--- config.mk ---
export PLATFORM = sky130hd
export DESIGN_NAME = vclk_gen
export DESIGN_NICKNAME = d
export VERILOG_FILES = /design/src/rtl/vclk_pkg.sv /design/src/rtl/vclk_counter.sv /design/src/rtl/vclk_strobe.sv /design/src/rtl/vclk_gen.sv
export SDC_FILE = /design/constraint.sdc
export NUM_CORES = 1
export LEC_CHECK = 0
export CAP_MARGIN = 15
export CELL_PAD_IN_SITES_DETAIL_PLACEMENT = 0
export CELL_PAD_IN_SITES_GLOBAL_PLACEMENT = 1
export CORE_AREA = 4 4 41 43
export CTS_BUF_LIST = sky130_fd_sc_hd__clkbuf_2
export DETAILED_ROUTE_END_ITERATION = 8
export DIE_AREA = 0 0 45 47
export GPL_ROUTABILITY_DRIVEN = 0
export PLACE_DENSITY_LB_ADDON = 0.25
export SLEW_MARGIN = 20
export SYNTH_ARGS = -nofsm -noshare
export SYNTH_HDL_FRONTEND = slang
export SYNTH_SLANG_ARGS = --single-unit
--- constraint.sdc ---
create_clock -name clk_i -period 2.5 [get_ports clk_i]
set_input_delay 0.375 -clock clk_i [delete_from_list [all_inputs] [get_ports clk_i]]
set_output_delay 0.375 -clock clk_i [all_outputs]
set_load 0.02 [all_outputs]
--- src/rtl/vclk_pkg.sv ---
package vclk_pkg;
   localparam int unsigned PHASE_BITS  = 3;
   localparam int unsigned SLOT_CYCLES = 1 << PHASE_BITS;
   localparam logic [PHASE_BITS-1:0] LOAD_PHASE = 3'd3;

   typedef logic [PHASE_BITS-1:0] phase_t;

   function automatic logic is_load_phase(input phase_t p);
      return (p == LOAD_PHASE);
   endfunction
endpackage

--- src/rtl/vclk_counter.sv ---
module vclk_counter
   import vclk_pkg::*;
#(
   parameter int unsigned W = PHASE_BITS
) (
   input  logic         clk_i,
   input  logic         hold_i,
   output logic [W-1:0] cnt_o
);
   generate
      if (W < PHASE_BITS) begin : g_bad_width
         $error("vclk_counter: W must be at least PHASE_BITS");
      end
   endgenerate

   always_ff @(posedge clk_i or posedge hold_i) begin
      if (hold_i) cnt_o <= '0;
      else        cnt_o <= cnt_o + 1'b1;
   end

   // every released edge advances the count by one
   a_r2_increment: assert property (@(posedge clk_i) disable iff (hold_i)
      1'b1 |=> cnt_o == $past(cnt_o) + 1'b1);
   // held counter sits at zero
   a_r1_held_zero: assert property (@(posedge clk_i)
      hold_i |-> cnt_o == '0);
endmodule

--- src/rtl/vclk_strobe.sv ---
module vclk_strobe
   import vclk_pkg::*;
#(
   parameter bit REG_STROBE = 1'b0
) (
   input  logic   clk_i,
   input  logic   hold_i,
   input  phase_t phase_i,
   input  logic   vid_active_i,
   output logic   strobe_o
);
   generate
      if (REG_STROBE) begin : g_registered
         logic strobe_q;
         always_ff @(posedge clk_i or posedge hold_i) begin
            if (hold_i) strobe_q <= 1'b0;
            else        strobe_q <= vid_active_i && is_load_phase(phase_i + 1'b1);
         end
         assign strobe_o = strobe_q;
      end else begin : g_decoded
         assign strobe_o = vid_active_i && !hold_i && is_load_phase(phase_i);
         // no strobe without video active
         a_r6_no_active_no_load: assert property (@(posedge clk_i)
            !vid_active_i |-> !strobe_o);
      end
   endgenerate

   // strobe is a single cycle
   a_r5_one_cycle: assert property (@(posedge clk_i) disable iff (hold_i)
      strobe_o |=> !strobe_o);
endmodule

--- src/rtl/vclk_gen.sv ---
module vclk_gen
   import vclk_pkg::*;
#(
   parameter int unsigned LINE_LEN   = 456,
   parameter bit          REG_STROBE = 1'b0
) (
   input  logic clk_i,
   input  logic hold_i,
   input  logic vid_active_i,
   output logic clk_half_o,
   output logic clk_quarter_o,
   output logic clk_eighth_o,
   output logic pix_load_o,
   output logic cpu_bus_o
);
   localparam int unsigned POS_W = $clog2(LINE_LEN);

   generate
      if (LINE_LEN % SLOT_CYCLES != 0) begin : g_bad_line
         $error("vclk_gen: LINE_LEN must be a multiple of the eighth-rate period");
      end
      if (LINE_LEN < SLOT_CYCLES) begin : g_short_line
         $error("vclk_gen: LINE_LEN shorter than one bus slot");
      end
   endgenerate

   phase_t phase;

   vclk_counter #(.W(PHASE_BITS)) u_cnt (
      .clk_i  (clk_i),
      .hold_i (hold_i),
      .cnt_o  (phase)
   );

   vclk_strobe #(.REG_STROBE(REG_STROBE)) u_strb (
      .clk_i        (clk_i),
      .hold_i       (hold_i),
      .phase_i      (phase),
      .vid_active_i (vid_active_i),
      .strobe_o     (pix_load_o)
   );

   assign clk_half_o    = phase[0];
   assign clk_quarter_o = phase[1];
   assign clk_eighth_o  = phase[2];
   assign cpu_bus_o     = phase[2];

   // Line-position tracker used only by the lock assertion
   logic [POS_W-1:0] line_pos;
   always_ff @(posedge clk_i or posedge hold_i) begin
      if (hold_i)                           line_pos <= '0;
      else if (line_pos == POS_W'(LINE_LEN - 1)) line_pos <= '0;
      else                                  line_pos <= line_pos + 1'b1;
   end

   // phases are back at zero on every line boundary
   a_r7_line_lock: assert property (@(posedge clk_i) disable iff (hold_i)
      line_pos == '0 |-> !clk_half_o && !clk_quarter_o && !clk_eighth_o);
   // strobe only in video-owned slot with quarter and half high
   a_r5_load_window: assert property (@(posedge clk_i) disable iff (hold_i)
      pix_load_o |-> !clk_eighth_o && clk_quarter_o && clk_half_o);
   // quarter clock changes when half clock falls
   a_r3_quarter_step: assert property (@(posedge clk_i) disable iff (hold_i)
      $fell(clk_half_o) |-> clk_quarter_o != $past(clk_quarter_o));
   // half clock toggles each edge
   a_r2_half_toggle: assert property (@(posedge clk_i) disable iff (hold_i)
      1'b1 |=> clk_half_o != $past(clk_half_o));
   // held outputs quiet
   a_r1_outputs_quiet: assert property (@(posedge clk_i)
      hold_i |-> !pix_load_o && !cpu_bus_o && !clk_eighth_o);
endmodule

==> results of run 1 <==
## synthesized netlist by cell type
cell     count
ha_1         2
dfrtp_1      3
inv_1        4
buf_4        1
and3b_1      1
## cells in the final DEF (no fill, tap or decap)
| cell type | Yosys | routed |
|---|---|---|
| dfrtp_1 | 3 | 3 |
| inv_1 | 4 | 4 |
| ha_1 | 2 | 2 |
| clkbuf_2 | 0 | 4 |
| clkdlybuf4s50_1 | 0 | 7 |
| and3b_1 | 1 | 1 |
## metal layers
metal / GRT usage [%] / wire length (um)
met4: 8.77 / 0
met5: 0 / 0
met2: 3.95 / 112
met3: 2.30 / 54
met1: 3.65 / 119
## cell families (layout without fill, tap and decap cells)
family / after synthesis / after routing
buf+inv: 5 / 15
flops: 3 / 3
fa+ha+maj: 2 / 2
simple gates: 1 / 1
## worst max-delay path by stage
stage                       endpoint  slack, ns  cells after the start
after floorplan           pix_load_o       1.06                      3
final                     pix_load_o       0.45                      4
after detailed placement  pix_load_o       0.52                      3
after global routing      pix_load_o       0.37                      4
after global placement    pix_load_o       0.53                      3
after CTS                 pix_load_o       0.42                      4
## critical path, delay by kind of cell, from the launching register on
kind,cells,cell delay (ns)
flip-flops,1,0.39
buffers and inverters,1,0.53
AND/OR/NAND/NOR,1,0.17
adder cells (fa/ha/maj),2,0.39
## power by group
group,internal [mW],switching (mW)
registers,0.0488,0
logic,0.00298,0.00139
clock network,0.0422,0.0249
## area by class of cell
class                           instances  area, um^2  share of cell area [%]
Inverter                                4        15.0                    6.45
Sequential cell                         3        75.1                    32.3
Clock buffer                            4        20.0                    8.60
Multi-Input combinational cell          3        33.8                    14.5
Timing Repair Buffer                    7        70.1                    30.1
Tap cell                               15        18.8                    8.06
==> summary.txt, run 1 <==
Logic synthesis
  • Cell taking the most area after synthesis: dfrtp_1
  • Simple-gate share of the synthesized area: 6.67%
  • Adder-cell share of the synthesized area: 19.0%
  • Syn Std Cell Area: 131 um^2
  • Largest family of logic cells by synthesized area: adder cells
  • Post-Syn Area per Cell: 11.9 um^2
  • Seq/Total Area, Yosys: 57.1%
  • Synth warnings: 0
  • Top cells by area, synth: dfrtp_1 (57%), ha_1 (19%), inv_1 (11%), and3b_1 (6.7%), buf_4 (5.7%)
  • Multiplexer share of the synthesized area: 0%
  • Flops & latches, synth: 3
  • Synth Net Count: 16
  • Synth Area in XOR/XNOR: 0%
  • Synthesized netlist cell count: 11
  • Compound-Gate Fraction of Synth Area: 0%
  • Unique masters post-synth: 5
  • Synth top area share: 57.1%

Critical path
  • Reg-to-reg endpoint: u_cnt.cnt_o[2]
  • Crit-path slowest cell: clkdlybuf4s50_1
  • R2R setup slack: 1.49 ns
  • Worst setup EP type: output port
  • Critical path's most frequent cell: ha_1
  • Req. time, crit path: 2.12 ns
  • CP max stage delay: 0.53 ns
  • RR Startpoint: u_cnt.cnt_o[0]
  • Kind of critical path: reg -> out
  • CP Launch Type: flop
  • Reg2Reg Depth: 3
  • Crit path max fanout: 3
  • Data arrival, critical path: 1.67 ns
  • CP Cell Sequence: ha_1, ha_1, and3b_1, clkdlybuf4s50_1
  • Setup crit start: u_cnt.cnt_o[0]

Min path
  • Hold Crit Class: in -> async

Final layout
  • Layout Utilization: 17.9%
  • Number of diodes: 0
  • Top reg by flops: u_cnt.cnt_o
  • Layout Cells excl Fill: 36
  • Largest register FFs: 3
  • Nets@finish: 27
  • P&R area growth vs syn: 77.1%
  • Top Registers: u_cnt.cnt_o x3
  • Fillers: 147
  • Finished Cell Area: 233 um^2
  • Layout cells sized above 1: 19.0%

Route
  • WL final: 286 um
  • Wirelength per Cell: 7.94 um
  • # DRC: 0
  • Initial DRC count: 0
  • Post-DR vias/cell: 2.86
  • Final ANT Viol Nets: 0
  • Vias: 103
  • Drt first pass iters: 1

Clock tree
  • Clk slew on worst S/H paths: 0.04 ns
  • Hold-fix buffers, CTS: 0
  • Worst-case clock buffer depth: 2
  • CTS resizes: 0
  • Post-CTS Setup Bufs: 0
  • Root Driver: clkbuf_2
  • Clock latency at the later pin of the worst-skew pair: 0.20 ns
  • Clock Sinks: 3
  • CTS buffer count: 3
  • H-tree depth: 1
  • TritonCTS clock tree: yes

Global routing
  • GRT Total Usage: 4.03%
  • Largest net degree at the start of global routing: 4
  • GRT Residual Overflow: 0
  • Vias in the first global route: 128
  • First-pass GRT wire length: 503 um
  • Initial antenna violation count: 0

Floorplan
  • # IOs: 8
  • Die Y: 47 um
  • Row count: 13
  • Core footprint: 1300 um^2
  • Chip width: 45 um
  • DIE AREA: 2120 um^2
  • Starting Density: 10.1%

Power
  • Pwr Total: 0.120 mW
  • PD cells: 517 nW/um^2
  • Leak: 0.127 nW
  • Worst VDD drop: 167 uV

STA
  • Final hold vios: 0
  • WHS: 0.373 ns
  • Setup TNS: 0 ns
  • Max-slew violations: 0
  • Fin crit period: 2.05 ns
  • Setup Skew: 0.00107 ns
  • Worst setup margin: 0.455 ns
  • Rel. slew slack: 85.6%
  • Fmax: 489 MHz
  • Final setup viols: 0
  • RSZ-0062 raised after global routing: no
  • Slew @ Worst Pin: 0.216 ns
  • Crit share post-route: 81.8%

Placed design
  • Pre-CTS setup slack: 0.521 ns
  • PortBufs: 7
  • Placed cell count: 32
  • Placed cell area: 213 um^2

Job
  • Max-Cap Viols: 0

Run status
  • Status: finished clean
Note: power is estimated with default switching activity, not from simulation.
==> run 2: changes to the inputs <==
Clock period 2.5 ns to 2.05 ns, I/O delays scaled along.
==> summary.txt, run 2 (same netlist as run 1, synthesis figures left out) <==
Final layout
  • Layout cells sized above 1: 19.0% (unchanged)
  • Largest register FFs: 3 (unchanged)
  • Number of diodes: 0 (unchanged)
  • Most frequent cells in the layout: clkdlybuf4s50_1 (6), inv_1 (4), clkbuf_2 (4)
  • Layout Utilization: 18.1% (+0.19 points)
  • Nets@finish: 27 (unchanged)
  • Top Registers: u_cnt.cnt_o x3
  • Commonest non-fill, non-tap cell in the layout: clkdlybuf4s50_1
  • P&R area growth vs syn: 79.0%
  • Top reg by flops: u_cnt.cnt_o
  • Fillers: 146 (-0.68%)

Critical path
  • Req. time, crit path: 1.74 ns (-0.38 ns)
  • CP max stage delay: 0.39 ns (-0.14 ns)
  • CP top delay family: flip-flops
  • CP Cell Sequence: ha_1, ha_1, and3b_1, dlymetal6s2s_1
  • Crit-path slowest cell: dfrtp_1
  • Kind of critical path: reg -> out
  • WP buf/inv: 1 (unchanged)
  • Data arrival, critical path: 1.35 ns (-0.32 ns)
  • CP Launch Type: flop
  • Crit path max fanout: 3 (unchanged)
  • Worst setup EP type: output port
  • Critical path's most frequent cell: ha_1

Clock tree
  • Post-CTS Setup Bufs: 0 (unchanged)
  • Worst-case clock buffer depth: 2 (unchanged)
  • CTS buffer count: 3 (unchanged)
  • H-tree depth: 1 (unchanged)
  • Clock latency at the later pin of the worst-skew pair: 0.20 ns (about the same)
  • Root Driver: clkbuf_2
  • Clock Sinks: 3 (unchanged)
  • Hold-fix buffers, CTS: 0 (unchanged)
  • TritonCTS clock tree: yes
  • Clk slew on worst S/H paths: 0.04 ns (about the same)

Route
  • Wirelength per Cell: 7.39 um (-7.0%)
  • Initial DRC count: 1 (+1)
  • Vias: 109 (+5.8%)
  • Final ANT Viol Nets: 0 (unchanged)
  • WL final: 266 um (-7.0%)
  • Drt first pass iters: 2 (+1)
  • # DRC: 0 (unchanged)
  • Post-DR vias/cell: 3.03 (+5.8%)

Power
  • Leak: 0.146 nW (+15%)
  • PD cells: 615 nW/um^2 (+19%)
  • Worst VDD drop: 290 uV (+74%)

Floorplan
  • Core footprint: 1300 um^2 (unchanged)
  • Die Y: 47 um (unchanged)
  • DIE AREA: 2120 um^2 (unchanged)
  • Starting Density: 10.1% (unchanged)
  • Chip width: 45 um (unchanged)
  • # IOs: 8 (unchanged)
  • Row count: 13 (unchanged)

Global routing
  • GRT Max-Usage Layer: met3
  • Met3 Use GR: 6.13% (+3.8 points)
  • GR met1 Demand/Resource: 4.56% (+0.90 points)
  • GRT Residual Overflow: 0 (unchanged)
  • Vias in the first global route: 110 (-14%)
  • Routing usage on met2: 3.39% (-0.56 points)
  • Largest net degree at the start of global routing: 4 (unchanged)
  • GRT Total Usage: 4.03% (about the same)
  • Initial antenna violation count: 0 (unchanged)
  • First-pass GRT wire length: 489 um (-2.8%)

STA
  • Crit share post-route: 80.8%
  • Final setup viols: 0 (unchanged)
  • Setup TNS: 0 ns (unchanged)
  • Slew @ Worst Pin: 0.228 ns (+0.0124 ns)
  • Fmax: 603 MHz
  • Rel. slew slack: 84.8% (-0.81 points)
  • RSZ-0062 raised after global routing: no
  • Fin crit period: 1.66 ns
  • Max-slew violations: 0 (unchanged)
  • Final hold vios: 0 (unchanged)
  • Setup Skew: 0.000885 ns (-0.000185 ns)

Job
  • Max-Cap Viols: 0 (unchanged)

Min path
  • Hold Crit Class: in -> async

Placed design
  • PortBufs: 7 (unchanged)

Run status
  • Status: finished clean
[run 2: layout make-up]
| type | count | area (um^2) | share of cell area (%) |
|---|---|---|---|
| sequential | 3 | 75.1 | 31.9 |
| timing repair buffer | 7 | 72.6 | 30.9 |
| multi-input combinational | 3 | 33.8 | 14.4 |
| clock buffer | 4 | 20.0 | 8.51 |
| tap | 15 | 18.8 | 7.98 |
| inverter | 4 | 15.0 | 6.38 |
[run 2: per-layer routing]
metal / wire length (um) / up-vias
met5: 0 / -
met4: 0 / 0
met3: 42 / 0
met2: 83 / 8
met1: 140 / 49
li1: - / 52
[run 2: worst paths after layout]
kind                                        to  slack (ns)  cells past startpoint           start
min in group clk_i              u_cnt.cnt_o[0]        0.45                      1  u_cnt.cnt_o[0]
worst max-delay path                pix_load_o        0.39                      4  u_cnt.cnt_o[0]
worst max register to register  u_cnt.cnt_o[2]        1.05                      3  u_cnt.cnt_o[0]
max in group asynchronous       u_cnt.cnt_o[0]        1.62                      2          hold_i
worst min register to register  u_cnt.cnt_o[0]        0.45                      1  u_cnt.cnt_o[0]
worst min-delay path            u_cnt.cnt_o[2]        0.30                      2          hold_i
[run 2: worst register-to-register path: stages (launching register included)]
cell and delay [ns]:
dfrtp_1 0.39, ha_1 0.21, ha_1 0.27, inv_1 0.03
[run 2: report_power, final]
group          internal [mW]  switching, mW  total, mW
logic                0.00361        0.00160    0.00521
clock network         0.0514         0.0285     0.0800
registers             0.0595              0     0.0595
total                  0.115         0.0301      0.145
[run 2: what timing repair did]
| item | in CTS | in global routing |
|---|---|---|
| endpoints found under the setup margin | 0 | 1 |
| hold endpoints to repair | 0 | 0 |
| resized for setup | 0 | 1 |
[run 2: metrics by stage]
step           hold WS, ns  std cells  setup WS, ns  cell area [um^2]  total power [mW]
6_report             0.301         36         0.393               235             0.145
5_1_grt              0.299         36         0.305               235             0.160
4_1_cts              0.298         36        0.0309               233             0.149
3_5_place_dp         0.445         32         0.195               213            0.0657
3_3_place_gp         0.439         32         0.220               213            0.0657
2_1_floorplan       0.0611         11         0.673               131            0.0615
==> run 3: changes to the inputs <==
Clock period 2.05 ns to 1.7 ns, I/O delays scaled along.
==> summary.txt, run 3 (same netlist as run 1, synthesis figures left out) <==
Run status
  • Status: finished clean

Route
  • Vias: 108 (-0.92%)
  • Drt first pass iters: 1 (-1)
  • WL met3: 51 um (+21%)
  • Metal-1 WL: 142 um (+1.4%)
  • WL final: 272 um (+2.3%)
  • Met2 wire length: 65 um (-22%)
  • Initial DRC count: 0 (-1)
  • Highest routed layer: met4
  • Final ANT Viol Nets: 0 (unchanged)
  • Wirelength per Cell: 7.35 um (-0.51%)
  • # DRC: 0 (unchanged)
  • Post-DR vias/cell: 2.92 (-3.6%)

Final layout
  • Fillers: 150 (+2.7%)
  • Layout cells sized above 1: 27.3% (+8.2 points)
  • Nets@finish: 28 (+3.7%)
  • Number of diodes: 0 (unchanged)
  • Finished Cell Area: 235 um^2 (unchanged)
  • Top Registers: u_cnt.cnt_o x3
  • Commonest non-fill, non-tap cell in the layout: clkdlybuf4s50_1
  • Most frequent cells in the layout: clkdlybuf4s50_1 (6), clkbuf_2 (5), inv_1 (4)
  • P&R area growth vs syn: 79.0% (unchanged)
  • Largest register FFs: 3 (unchanged)
  • Top reg by flops: u_cnt.cnt_o

Critical path
  • CP Cell Sequence: ha_1, ha_1, and3b_1, clkbuf_2
  • Critical path's most frequent cell: ha_1
  • RR Startpoint: u_cnt.cnt_o[0]
  • Crit path max fanout: 2 (-1)
  • CP top delay family: flip-flops
  • R2R setup slack: 0.73 ns (-0.32 ns)
  • Req. time, crit path: 1.44 ns (-0.30 ns)
  • WP buf/inv: 1 (unchanged)
  • Worst setup EP type: output port
  • Data arrival, critical path: 1.26 ns (-0.09 ns)
  • Reg2Reg Depth: 3 (unchanged)
  • Kind of critical path: reg -> out
  • CP Launch Type: flop
  • CP max stage delay: 0.37 ns (-0.02 ns)
  • Reg-to-reg endpoint: u_cnt.cnt_o[2]
  • Crit-path slowest cell: dfrtp_1

Clock tree
  • TritonCTS clock tree: yes
  • H-tree depth: 1 (unchanged)
  • Root Driver: clkbuf_2
  • Hold-fix buffers, CTS: 0 (unchanged)
  • CTS buffer count: 3 (unchanged)
  • Clock latency at the later pin of the worst-skew pair: 0.20 ns (about the same)
  • Clock Sinks: 3 (unchanged)
  • Clk slew on worst S/H paths: 0.04 ns (about the same)
  • Worst-case clock buffer depth: 2 (unchanged)

Global routing
  • Vias in the first global route: 119 (+8.2%)
  • GRT Residual Overflow: 0 (unchanged)
  • Initial antenna violation count: 0 (unchanged)
  • First-pass GRT wire length: 483 um (-1.2%)
  • GRT Total Usage: 3.80% (-0.23 points)
  • Largest net degree at the start of global routing: 4 (unchanged)

STA
  • Final hold vios: 0 (unchanged)
  • Max-slew violations: 0 (unchanged)
  • Final setup viols: 0 (unchanged)
  • Slew @ Worst Pin: 0.217 ns (-0.0110 ns)
  • Setup TNS: 0 ns (unchanged)
  • Crit share post-route: 89.2%
  • Setup Skew: 0.00150 ns (+0.000612 ns)
  • WHS: 0.243 ns (-0.0576 ns)
  • Worst setup margin: 0.183 ns (-0.210 ns)
  • RSZ-0062 raised after global routing: no
  • Rel. slew slack: 85.5% (+0.71 points)
  • Fin crit period: 1.52 ns
  • Fmax: 659 MHz

Power
  • Leak: 0.133 nW (-9.1%)
  • PD cells: 755 nW/um^2 (+23%)
  • Worst VDD drop: 252 uV (-13%)

Placed design
  • PortBufs: 7 (unchanged)
  • Pre-CTS setup slack: -0.0301 ns (-0.225 ns)
  • Placed cell area: 220 um^2 (+3.5%)
  • Post-DP HPWL: 189 um

Job
  • Max-Cap Viols: 0 (unchanged)

Floorplan
  • Starting Density: 10.1% (unchanged)
  • DIE AREA: 2120 um^2 (unchanged)
  • Row count: 13 (unchanged)
  • Die Y: 47 um (unchanged)
  • Core footprint: 1300 um^2 (unchanged)
  • Chip width: 45 um (unchanged)
  • # IOs: 8 (unchanged)

Min path
  • Hold Crit Class: in -> async
-- run 3: cell types whose count changed in the layout (fill, tap and decap cells not counted), sizes merged --
cell,before,now
buf,0,1
clkbuf,4,5
dlymetal6s2s,1,0
-- run 3: timing repair --
item	CTS	global route
hold endpoints to repair	0	0
buffers inserted	0	0
resized for setup	2	1
setup endpoints to repair	1	1
pin swaps	0	0
cloned	0	0
-- run 3: worst max-delay path by stage --
stage / startpoint / to / slack (ns) / cells past startpoint
CTS: u_cnt.cnt_o[0] / pix_load_o / 0.02 / 4
finish: u_cnt.cnt_o[0] / pix_load_o / 0.18 / 4
global placement: hold_i / pix_load_o / -0.03 / 3
floorplan: u_cnt.cnt_o[0] / pix_load_o / 0.38 / 3
global route: u_cnt.cnt_o[0] / pix_load_o / 0.08 / 4
detailed placement: hold_i / pix_load_o / -0.03 / 3
-- run 3: power breakdown --
group	switching [mW]	total [mW]	internal, mW
sequential	0	0.0718	0.0718
clock	0.0373	0.0993	0.0620
combinational	0.00210	0.00648	0.00438
-- run 3: metrics by stage --
step / utilization, % / instances / total power, mW
after floorplan: - / 11 / 0.0742
after global placement: 16.9 / 33 / 0.0793
after detailed placement: 16.9 / 33 / 0.0793
after CTS: 18.5 / 37 / 0.184
after global routing: 18.1 / 37 / 0.198
final: 18.1 / 37 / 0.178
-- run 3: final cells by class --
class	count	area, um^2	area share, %
timing repair buffer	8	72.6	30.9
tap	15	18.8	7.98
multi-input combinational	3	33.8	14.4
sequential	3	75.1	31.9
inverter	4	15.0	6.38
clock buffer	4	20.0	8.51
-- run 3: worst register-to-register path, stage by stage, from the launching register on --
cell	delay, ns
dfrtp_1	0.37
ha_1	0.20
ha_1	0.27
inv_1	0.03
-- run 3: layer usage --
metal  vias up  GRT usage, %
met4         0          3.51
li1         52             -
met5         -             0
met2        11          2.54
met1        42          4.57
met3         3          4.98
